--- src/rtl/txd_pkg.sv ---
package txd_pkg;
   localparam int unsigned WORD_W  = 32;
   localparam int unsigned LEN_W   = 13;
   localparam int unsigned OWN_B   = 31;
   localparam int unsigned LS_B    = 29;
   localparam int unsigned TSEN_B  = 25;
   localparam int unsigned EOR_B   = 21;
   localparam int unsigned TSST_B  = 17;
   localparam int unsigned CHAIN_B = 24;
   localparam int unsigned LEN2_LO = 16;

   typedef struct packed {
      logic [WORD_W-1:0] hi;
      logic [WORD_W-1:0] lo;
      logic [WORD_W-1:0] cnt;
      logic [WORD_W-1:0] ctl;
   } txd_desc_t;

   typedef enum logic [3:0] {
      ST_SUSP, ST_RD0, ST_RD1, ST_RD2, ST_RD3, ST_CHK,
      ST_REQ, ST_WLO, ST_WHI, ST_WCTL
   } txd_state_e;
endpackage

--- src/rtl/txd_desc_latch.sv ---
module txd_desc_latch
   import txd_pkg::*;
#(
   parameter int unsigned WORDS = 4
) (
   input  logic                          clk,
   input  logic                          rst_n,
   input  logic [WORDS-1:0]              cap_en,
   input  logic [WORD_W-1:0]             rdata,
   output logic [WORDS-1:0][WORD_W-1:0]  words
);
   generate
      if (WORDS != 4) begin : g_bad_words
         $error("txd_desc_latch: WORDS must be 4");
      end
      for (genvar g = 0; g < WORDS; g++) begin : g_word
         always_ff @(posedge clk or negedge rst_n) begin
            if (!rst_n)         words[g] <= '0;
            else if (cap_en[g]) words[g] <= rdata;
         end
      end
   endgenerate

   // each returning read word lands in exactly one slot
   assert_cap_onehot_R2: assert property (@(posedge clk) disable iff (!rst_n)
      $onehot0(cap_en));
endmodule

--- src/rtl/txd_next_ptr.sv ---
module txd_next_ptr #(
   parameter int unsigned AW        = 16,
   parameter int unsigned STRIDE    = 16,
   parameter int unsigned BUS_BYTES = 4
) (
   input  logic [AW-1:0] cur_addr,
   input  logic [AW-1:0] ring_base,
   input  logic          chained,
   input  logic          wrap,
   input  logic [AW-1:0] chain_ptr,
   output logic [AW-1:0] next_addr
);
   localparam logic [AW-1:0] LOW_MASK = AW'(BUS_BYTES - 1);
   localparam logic [AW-1:0] STEP     = AW'(STRIDE);

   generate
      if ((BUS_BYTES & (BUS_BYTES - 1)) != 0 || BUS_BYTES < 4) begin : g_bad_bus
         $error("txd_next_ptr: BUS_BYTES must be a power of two, at least 4");
      end
      if (STRIDE < 16 || (STRIDE & (STRIDE - 1)) != 0) begin : g_bad_stride
         $error("txd_next_ptr: STRIDE must be a power of two, at least 16");
      end
   endgenerate

   logic [AW-1:0] ring_next;

   always_comb begin
      ring_next = wrap ? ring_base : cur_addr + STEP;
      next_addr = chained ? (chain_ptr & ~LOW_MASK) : ring_next;
   end
endmodule

--- src/rtl/txd_seq.sv ---
module txd_seq
   import txd_pkg::*;
#(
   parameter int unsigned AW   = 16,
   parameter int unsigned TS_W = 64
) (
   input  logic              clk,
   input  logic              rst_n,
   input  logic              poll_demand,
   input  logic [AW-1:0]     ring_base,
   input  logic [AW-1:0]     next_addr,
   input  logic [WORD_W-1:0] ctl_word,
   input  logic              xfer_done,
   input  logic [TS_W-1:0]   ts_value,
   output logic [3:0]        cap_en,
   output logic [AW-1:0]     cur_addr,
   output logic              mem_en,
   output logic              mem_we,
   output logic [AW-1:0]     mem_addr,
   output logic [WORD_W-1:0] mem_wdata,
   output logic              xfer_req,
   output logic              suspended
);
   generate
      if (TS_W != 2 * WORD_W) begin : g_bad_ts
         $error("txd_seq: TS_W must be two words");
      end
   endgenerate

   txd_state_e        state;
   logic              armed;
   logic [TS_W-1:0]   ts_q;
   logic [1:0]        wr_cnt;
   logic [AW-1:0]     offs;
   logic              want_ts;
   logic [WORD_W-1:0] close_word;

   assign want_ts = ctl_word[TSEN_B] & ctl_word[LS_B];

   always_comb begin
      close_word         = ctl_word;
      close_word[OWN_B]  = 1'b0;
      close_word[TSST_B] = want_ts;
   end

   always_ff @(posedge clk or negedge rst_n) begin
      if (!rst_n) begin
         state    <= ST_SUSP;
         cur_addr <= '0;
         armed    <= 1'b0;
         ts_q     <= '0;
         wr_cnt   <= '0;
      end else begin
         case (state)
            ST_SUSP: if (poll_demand) begin
               state <= ST_RD0;
               armed <= 1'b1;
               if (!armed) cur_addr <= ring_base;
            end
            ST_RD0: begin
               state  <= ST_RD1;
               wr_cnt <= '0;
            end
            ST_RD1: state <= ST_RD2;
            ST_RD2: state <= ST_RD3;
            ST_RD3: state <= ST_CHK;
            ST_CHK: state <= ctl_word[OWN_B] ? ST_REQ : ST_SUSP;
            ST_REQ: if (xfer_done) begin
               ts_q  <= ts_value;
               state <= want_ts ? ST_WLO : ST_WCTL;
            end
            ST_WLO: begin
               wr_cnt <= wr_cnt + 2'd1;
               state  <= ST_WHI;
            end
            ST_WHI: begin
               wr_cnt <= wr_cnt + 2'd1;
               state  <= ST_WCTL;
            end
            ST_WCTL: begin
               cur_addr <= next_addr;
               state    <= ST_RD0;
            end
            default: state <= ST_SUSP;
         endcase
      end
   end

   always_comb begin
      cap_en    = 4'b0000;
      mem_en    = 1'b0;
      mem_we    = 1'b0;
      offs      = '0;
      mem_wdata = '0;
      case (state)
         ST_RD0:  mem_en = 1'b1;
         ST_RD1:  begin mem_en = 1'b1; offs = AW'(4);  cap_en = 4'b0001; end
         ST_RD2:  begin mem_en = 1'b1; offs = AW'(8);  cap_en = 4'b0010; end
         ST_RD3:  begin mem_en = 1'b1; offs = AW'(12); cap_en = 4'b0100; end
         ST_CHK:  cap_en = 4'b1000;
         ST_WLO:  begin
            mem_en = 1'b1; mem_we = 1'b1; offs = AW'(8);
            mem_wdata = ts_q[WORD_W-1:0];
         end
         ST_WHI:  begin
            mem_en = 1'b1; mem_we = 1'b1; offs = AW'(12);
            mem_wdata = ts_q[TS_W-1:WORD_W];
         end
         ST_WCTL: begin
            mem_en = 1'b1; mem_we = 1'b1;
            mem_wdata = close_word;
         end
         default: ;
      endcase
      mem_addr  = cur_addr + offs;
      xfer_req  = (state == ST_REQ);
      suspended = (state == ST_SUSP);
   end

   // suspension is entered only because the fetched control word is not owned
   assert_suspend_cause_R3: assert property (@(posedge clk) disable iff (!rst_n)
      $rose(suspended) |-> !ctl_word[OWN_B]);

   // request stays up until the mover answers
   assert_req_hold_R4: assert property (@(posedge clk) disable iff (!rst_n)
      xfer_req && !xfer_done |=> xfer_req);

   // a request is only made for an owned descriptor
   assert_req_owned_R4: assert property (@(posedge clk) disable iff (!rst_n)
      xfer_req |-> ctl_word[OWN_B]);

   // word 0 write comes after both timestamp writes, or after none
   assert_ctl_last_R6: assert property (@(posedge clk) disable iff (!rst_n)
      (mem_en && mem_we && mem_addr == cur_addr) |->
         (wr_cnt == (want_ts ? 2'd2 : 2'd0)));

   // status flag mirrors whether timestamp words were written; ownership released
   assert_ts_flag_R7: assert property (@(posedge clk) disable iff (!rst_n)
      (mem_en && mem_we && mem_addr == cur_addr) |->
         ((mem_wdata[TSST_B] == (wr_cnt == 2'd2)) && !mem_wdata[OWN_B]));

   // every access, chained targets included, is word aligned
   assert_addr_align_R9: assert property (@(posedge clk) disable iff (!rst_n)
      mem_en |-> (mem_addr[1:0] == 2'b00));
endmodule

--- src/rtl/txd_ts_closer.sv ---
module txd_ts_closer
   import txd_pkg::*;
#(
   parameter int unsigned AW        = 16,
   parameter int unsigned TS_W      = 64,
   parameter int unsigned STRIDE    = 16,
   parameter int unsigned BUS_BYTES = 4
) (
   input  logic              clk,
   input  logic              rst_n,
   input  logic              poll_demand,
   input  logic [AW-1:0]     ring_base,
   output logic              mem_en,
   output logic              mem_we,
   output logic [AW-1:0]     mem_addr,
   output logic [31:0]       mem_wdata,
   input  logic [31:0]       mem_rdata,
   output logic              xfer_req,
   output logic [31:0]       xfer_buf1_addr,
   output logic [12:0]       xfer_buf1_len,
   output logic [31:0]       xfer_buf2_addr,
   output logic [12:0]       xfer_buf2_len,
   output logic              xfer_last,
   input  logic              xfer_done,
   input  logic [TS_W-1:0]   ts_value,
   output logic              suspended
);
   generate
      if (AW < 8 || AW > WORD_W) begin : g_bad_aw
         $error("txd_ts_closer: AW must lie between 8 and 32");
      end
   endgenerate

   logic [3:0]             cap_en;
   logic [3:0][WORD_W-1:0] words;
   txd_desc_t              desc;
   logic [AW-1:0]          cur_addr;
   logic [AW-1:0]          next_addr;
   logic                   unused_cnt_bits;
   logic                   unused_hi_bits;

   assign desc.ctl = words[0];
   assign desc.cnt = words[1];
   assign desc.lo  = words[2];
   assign desc.hi  = words[3];

   txd_desc_latch #(.WORDS(4)) u_latch (
      .clk    (clk),
      .rst_n  (rst_n),
      .cap_en (cap_en),
      .rdata  (mem_rdata),
      .words  (words)
   );

   txd_next_ptr #(.AW(AW), .STRIDE(STRIDE), .BUS_BYTES(BUS_BYTES)) u_next (
      .cur_addr  (cur_addr),
      .ring_base (ring_base),
      .chained   (desc.cnt[CHAIN_B]),
      .wrap      (desc.ctl[EOR_B]),
      .chain_ptr (desc.hi[AW-1:0]),
      .next_addr (next_addr)
   );

   txd_seq #(.AW(AW), .TS_W(TS_W)) u_seq (
      .clk         (clk),
      .rst_n       (rst_n),
      .poll_demand (poll_demand),
      .ring_base   (ring_base),
      .next_addr   (next_addr),
      .ctl_word    (desc.ctl),
      .xfer_done   (xfer_done),
      .ts_value    (ts_value),
      .cap_en      (cap_en),
      .cur_addr    (cur_addr),
      .mem_en      (mem_en),
      .mem_we      (mem_we),
      .mem_addr    (mem_addr),
      .mem_wdata   (mem_wdata),
      .xfer_req    (xfer_req),
      .suspended   (suspended)
   );

   assign xfer_buf1_addr  = desc.lo;
   assign xfer_buf1_len   = desc.cnt[LEN_W-1:0];
   assign xfer_buf2_addr  = desc.hi;
   assign xfer_buf2_len   = desc.cnt[CHAIN_B] ? '0 : desc.cnt[LEN2_LO +: LEN_W];
   assign xfer_last       = desc.ctl[LS_B];
   assign unused_cnt_bits = ^{desc.cnt[31:29], desc.cnt[15:13]};
   assign unused_hi_bits  = ^desc.hi;
endmodule

--- config.mk ---
export PLATFORM = sky130hd
export DESIGN_NAME = txd_ts_closer
export DESIGN_NICKNAME = d
export VERILOG_FILES = /design/src/rtl/txd_pkg.sv /design/src/rtl/txd_desc_latch.sv /design/src/rtl/txd_next_ptr.sv /design/src/rtl/txd_seq.sv /design/src/rtl/txd_ts_closer.sv
export SDC_FILE = /design/constraint.sdc
export NUM_CORES = 1
export LEC_CHECK = 0
export CORE_AREA = 2 2 141 143
export CTS_CLUSTER_DIAMETER = 120
export DETAILED_ROUTE_END_ITERATION = 8
export DIE_AREA = 0 0 143 145
export PLACE_DENSITY = 0.86
export SYNTH_ARGS = -nofsm -noshare
export SYNTH_HDL_FRONTEND = slang
export SYNTH_SLANG_ARGS = --single-unit
--- constraint.sdc ---
create_clock -name clk -period 7.6 [get_ports clk]
set_input_delay 1.14 -clock clk [delete_from_list [all_inputs] [get_ports clk]]
set_output_delay 1.14 -clock clk [all_outputs]
set_load 0.05 [all_outputs]
-- Word level (Yosys, flattened, before mapping)
Cells that the tools add are included.
- latch bits: 0
- bits in registers: 210
- output and inout port bits: 143
- word-level logic and storage cells: 49
- bits in read-only memories: 0
- memories: 0
- RAM bits: 0
- bits of input ports: 116
- bitwise operators: 1
- div/mod/pow operators: 0
- equal/unequal tests: 12
- order comparisons: 0
- $mul: 0
- shift operators: 0
- multiplexer cells: 16
- $add $sub $neg: 2
- reductions and logical operators: 10
- operators with widths (kind ; number):
    32-bit one-hot mux with 3 select lines ; 1
    16-bit two-way mux ; 4
    4-bit one-hot mux with 10 select lines ; 1
    16-bit one-hot mux with 2 select lines ; 1
    16-bit by 4-bit adder with 16-bit output ; 1
    16-bit by 5-bit adder with 16-bit output (second input constant) ; 1
    4-bit by 3-bit == test with 1-bit output (second input constant) ; 4
    4-bit one-hot mux with 4 select lines ; 1
    13-bit two-way mux ; 1
    4-bit two-way mux ; 3
    4-bit one-hot mux with 3 select lines ; 1
    4-bit by 2-bit == test with 1-bit output (second input constant) ; 2
    4-bit == test (second input constant) ; 2
    7-bit OR reduction ; 1
    2-bit AND reduction ; 3
    4-bit by 1-bit == test with 1-bit output (second input constant) ; 1
    4-bit logical NOT ; 1
    2-bit != test (second input constant) ; 2
    2-bit OR reduction ; 2
    3-bit two-way mux ; 1
    3-bit AND reduction ; 1
    3-bit OR reduction ; 1
    1-bit two-way mux ; 2
    2-bit by 1-bit != test with 1-bit output (second input constant) ; 1
    2 further kinds ; 2

-- Depth between registers and ports, before layout
- depth in word-level cells: 4
- mapped depth: 10
- gate-level depth less buffers: 8

-- Modules after synthesis
A second synthesis with hierarchy kept.
- cells, all modules: 736
- area total of the unflattened synthesis: 10346.2 sq um
- by module, submodules not included (module ; area an instance (sq um) ; seq. area each (sq um) ; cells an instance ; instances):
    txd_desc_latch ; 5380.2 ; 3203.1 ; 272 ; 1
    txd_seq ; 4342.9 ; 2127.0 ; 372 ; 1
    txd_next_ptr ; 485.5 ; 0.0 ; 77 ; 1
    txd_ts_closer ; 137.6 ; 0.0 ; 15 ; 1

-- Worst setup path before layout
Ideal clock, no wire load.
- path type: register to output
- start: register u_seq.state[0]
- end: output mem_addr[9]
- data arrival time: 2704 ps
- data required time: 6460 ps
- slack: 3756 ps
- cell stages (with the launch flop): 10
- path buffers: 2
- path through: dfrtp_1 buf_4 nor4b_4 buf_2 a211o_1 ha_1 a21o_1 nand2b_1 nor2_1 xor2_1
- longest elaborated chain between the ends: 4
- elaborated cells between the ends (all ways): 9
- those cells by class: 1 x add/sub; 5 x eq/ne; 1 x mux; 2 x reduce/logical
- ends and longest elaborated chain (item ; RTL line ; text):
    start, declared ; txd_seq.sv:30 ; txd_state_e state;
    start signal, assigned ; txd_seq.sv:67 ; ST_CHK: state <= ctl_word[OWN_B] ? ST_REQ : ST_SUSP;
    start signal, assigned ; txd_seq.sv:70 ; state <= want_ts ? ST_WLO : ST_WCTL;
    4-bit by 3-bit == test with 1-bit output, or another cell as far along ; txd_seq.sv:95 ; case (state)
    2-bit OR reduction (no source line) ; -- ;
    4-bit one-hot mux with 3 select lines * ; txd_seq.sv:95 ;
    16-bit by 4-bit adder with 16-bit output * ; txd_seq.sv:115 ; mem_addr = cur_addr + offs;
    end, declared ; txd_ts_closer.sv:15 ; output logic [AW-1:0] mem_addr,
Every way passes the cells marked *; elsewhere a longest branch is shown, timed or not.

-- Worst setup path in the final report
- start: register u_seq.state[2]
- end: output mem_addr[11]
The elaborated chain is that of the path after synthesis.

==> tab_implementation.tex <==
\begin{tabular}{lr}
\hline
Metric & Value \\
\hline
\multicolumn{2}{l}{\textbf{Run status}} \\
Outcome & finished, final reports clean \\
\multicolumn{2}{l}{\textbf{Drt}} \\
DRT Wirelength & 25500 µm \\
Post-DRT Antenna Nets & 0 \\
Number of vias after detailed routing & approximately 7000 \\
Via-to-Cell Ratio & between 5 and 6 \\
Iteration-0 DRC Markers & approximately 450 \\
Number of optimization iterations in the first detailed-route pass & 9 \\
Count of unresolved DRC violations after routing & 0 \\
Post-detailed-route wirelength per cell & just over 20 µm \\
\multicolumn{2}{l}{\textbf{Place}} \\
Buffers on Ports & 257 \\
Weighted congestion reported at the end of routability-driven placement & between 0.8 and 0.9 \\
Half-perimeter wire length after detailed placement & $\sim$17000 µm \\
\multicolumn{2}{l}{\textbf{GRT}} \\
Vias in the first global route & 7205 \\
Maximum number of pins on one net before global-route repair & between 100 and 150 \\
Congestion Overflow GR & 0 \\
Number of antenna violations at the first check in global routing & 0 \\
First-pass GRT wire length & about 41000 µm \\
Total global routing track utilization & 0.247 \\
\multicolumn{2}{l}{\textbf{Synth}} \\
Post-synthesis register bit count & about 200 \\
Number of unique standard cell types used by synthesis & 58 \\
Share of the yosys chip area belonging to registers & 0.511 \\
Post-synth net total & around 900 \\
Synth top area share & 0.511 \\
Synth top area cells & dfrtp\_1, mux2\_2, mux2\_4 \\
Syn Inst Count & between 700 and 800 \\
Yosys warning total & 0 \\
Average size of a mapped cell & around 13 µm² \\
Post-synth top area cell & dfrtp\_1 \\
Post-Syn Area & 10100 µm² \\
Number of enable-type register cells in the synthesized netlist & 0 \\
Main synth FF type & dfrtp\_1 \\
Share of async-settable or async-resettable flops after synthesis & 1.00 \\
\multicolumn{2}{l}{\textbf{Worst setup path}} \\
Kind of start point of the critical path & register \\
Top fanout value on the critical path & 22 \\
Data arrival at the endpoint of the critical path & roughly 4500 ps \\
Sort of element at the end of the critical path & primary output \\
Critical Setup Path Class & reg2out \\
Reg2Reg Setup Slack & about 4500 ps \\
Required time of the critical path & 6460 ps \\
\multicolumn{2}{l}{\textbf{Clocking}} \\
TritonCTS Buffers & 23 \\
Count of H-tree levels built during CTS & 1 \\
Count of buffers added by post-CTS timing repair for setup & 0 \\
Clock edge transition at the registers on the reported setup and hold paths & approximately 60 ps \\
Clock tree from TritonCTS & built \\
Number of sinks driven by the clock tree & approximately 200 \\
Later-pin clock latency in the skew report & about 500 ps \\
Resized Gates After CTS & 0 \\
Clock tree root buffer cell & clkbuf\_16 \\
Maximum buffer depth of the clock tree & 3 \\
Total of hold buffers inserted after clock tree synthesis & 0 \\
\multicolumn{2}{l}{\textbf{Power}} \\
Leakage dissipation & 5.79 nW \\
Worst supply voltage drop on vdd & 0.345 mV \\
Overall Power & slightly above 0.006 W \\
Power density over the cells & 480 nW/µm² \\
\multicolumn{2}{l}{\textbf{Floorplanning}} \\
Starting utilization of the core area & 0.525 \\
Floorplan Core Area & $\sim$19000 µm² \\
X dimension of the die & between 100 and 150 µm \\
Die height & roughly 150 µm \\
Total die area & a little over 20000 µm² \\
I/O pin count & roughly 260 \\
Row Count & 51 \\
\multicolumn{2}{l}{\textbf{Timing}} \\
Largest clock skew in the final design & 4.65 ps \\
Final number of max-transition violations & 0 \\
Unrepaired setup endpoints after global routing & no \\
Setup\_tns & 0 ps \\
Upper clock frequency limit & roughly 180 MHz \\
Slew at the pin closest to its max-slew limit & around 1100 ps \\
Final min period & approximately 5600 ps \\
Final setup violating endpoints & 0 \\
Period utilisation layout & 0.737 \\
Max-slew headroom at the worst pin & 0.300 \\
Final hold viol count & 0 \\
Final-layout worst hold slack & 492 ps \\
\multicolumn{2}{l}{\textbf{Layout}} \\
Ratio of cells with drive above 1 in the final layout & 0.247 \\
Commonest non-fill, non-tap cell in the layout & clkdlybuf4s50\_1 \\
Final-layout fill cell count & about 1400 \\
Final net count & 1071 \\
Final core utilization & 0.674 \\
Most frequent cells in the layout & clkdlybuf4s50\_1, dfrtp\_1, mux2\_2 \\
Layout Area Growth over Synthesis & 28.3\% \\
\multicolumn{2}{l}{\textbf{Run}} \\
Maximum Capacitance Violations & 0 \\
\multicolumn{2}{l}{\textbf{Min path}} \\
Type of the worst min-delay path & reg2reg \\
\hline
\end{tabular}
stage by stage:
step,area (µm²),setup slack (ps),std cells
floorplan,10100,3760,787
global placement,12200,2590,1191
detailed placement,12200,2470,1191
CTS,12900,1950,1231
global route,12900,1700,1231
finish,12900,2000,1232
final timing paths:
kind,from,endpoint,cells past startpoint
max,u_seq.state[2],mem_addr[11],10
min,u_latch.words[27],u_latch.words[27],1
max reg2reg,u_seq.state[2],u_seq.cur_addr[4],4
min reg2reg,u_latch.words[27],u_latch.words[27],1
max in group asynchronous,rst_n,u_seq.cur_addr[1],2
min in group asynchronous,rst_n,u_seq.ts_q[23],1
Yosys cell counts (5+ instances only):
cell type and number:
a21oi_1 12, nor2_1 17, a21o_1 5, nand2b_1 6, o21ai_0 22, nand2_1 23, nor2b_1 14, mux2_4 60
clkbuf_1 8, buf_4 85, o22ai_1 5, nor3_1 11, xnor2_1 11, o21a_1 5, inv_1 34, buf_2 26
a222oi_1 31, buf_6 6, a22oi_1 8, nand3_1 5, dfrtp_1 206, mux2_2 123
power breakdown:
part | total [W] | internal (W) | leakage, nW | switching, W
combinational | 0.00309 | 0.00128 | 2.91 | 0.00181
sequential | 0.00205 | 0.00163 | 2.52 | 0.000417
clock | 0.00108 | 0.000654 | 0.358 | 0.000423
total | 0.00621 | 0.00356 | 5.79 | 0.00265
cell type report:
type / count / area [µm²] / share of cell area
multi-input combinational: 420 / 3960 / 0.306
timing repair buffer: 265 / 2640 / 0.204
antenna: 1 / 2.50 / 0.000193
inverter: 35 / 131 / 0.0101
clock inverter: 6 / 80.1 / 0.00619
sequential: 206 / 5150 / 0.398
tap: 265 / 332 / 0.0256
clock buffer: 34 / 647 / 0.0500
sequential cells by signal, summed over array words and instances, names as in the netlist:
signal and flops:
u_seq.ts_q 64, u_seq.state 4, u_seq.armed 1, u_seq.cur_addr 16, u_latch.words 121
layer usage:
layer	wire, µm	GRT usage	part of all wire
met5	0	0	0
met4	684	0.0668	0.027
met3	1970	0.0554	0.077
met2	12300	0.407	0.48
met1	10600	0.330	0.42
cell families (layout without fill, tap and decap cells):
group / Yosys count / in the layout / synth area share
fa+ha+maj: 4 / 4 / 0.00570
compound gates: 109 / 109 / 0.0806
flops: 206 / 206 / 0.511
other cells: 1 / 2 / 0.000372
buf+inv: 161 / 340 / 0.0993
simple gates: 106 / 106 / 0.0614
mux: 185 / 185 / 0.229
xor+xnor: 15 / 15 / 0.0130
critical path, stage by stage (launching register included):
cell             delay (ps)
dfrtp_1                 900
nand2b_4                170
nor3_4                  600
buf_4                   460
a211o_1                 240
ha_1                    250
a21o_1                  200
nand2b_1                130
nor2_1                   70
xor2_1                  130
clkdlybuf4s50_1         810
Note: power is estimated with default switching activity, not from simulation.
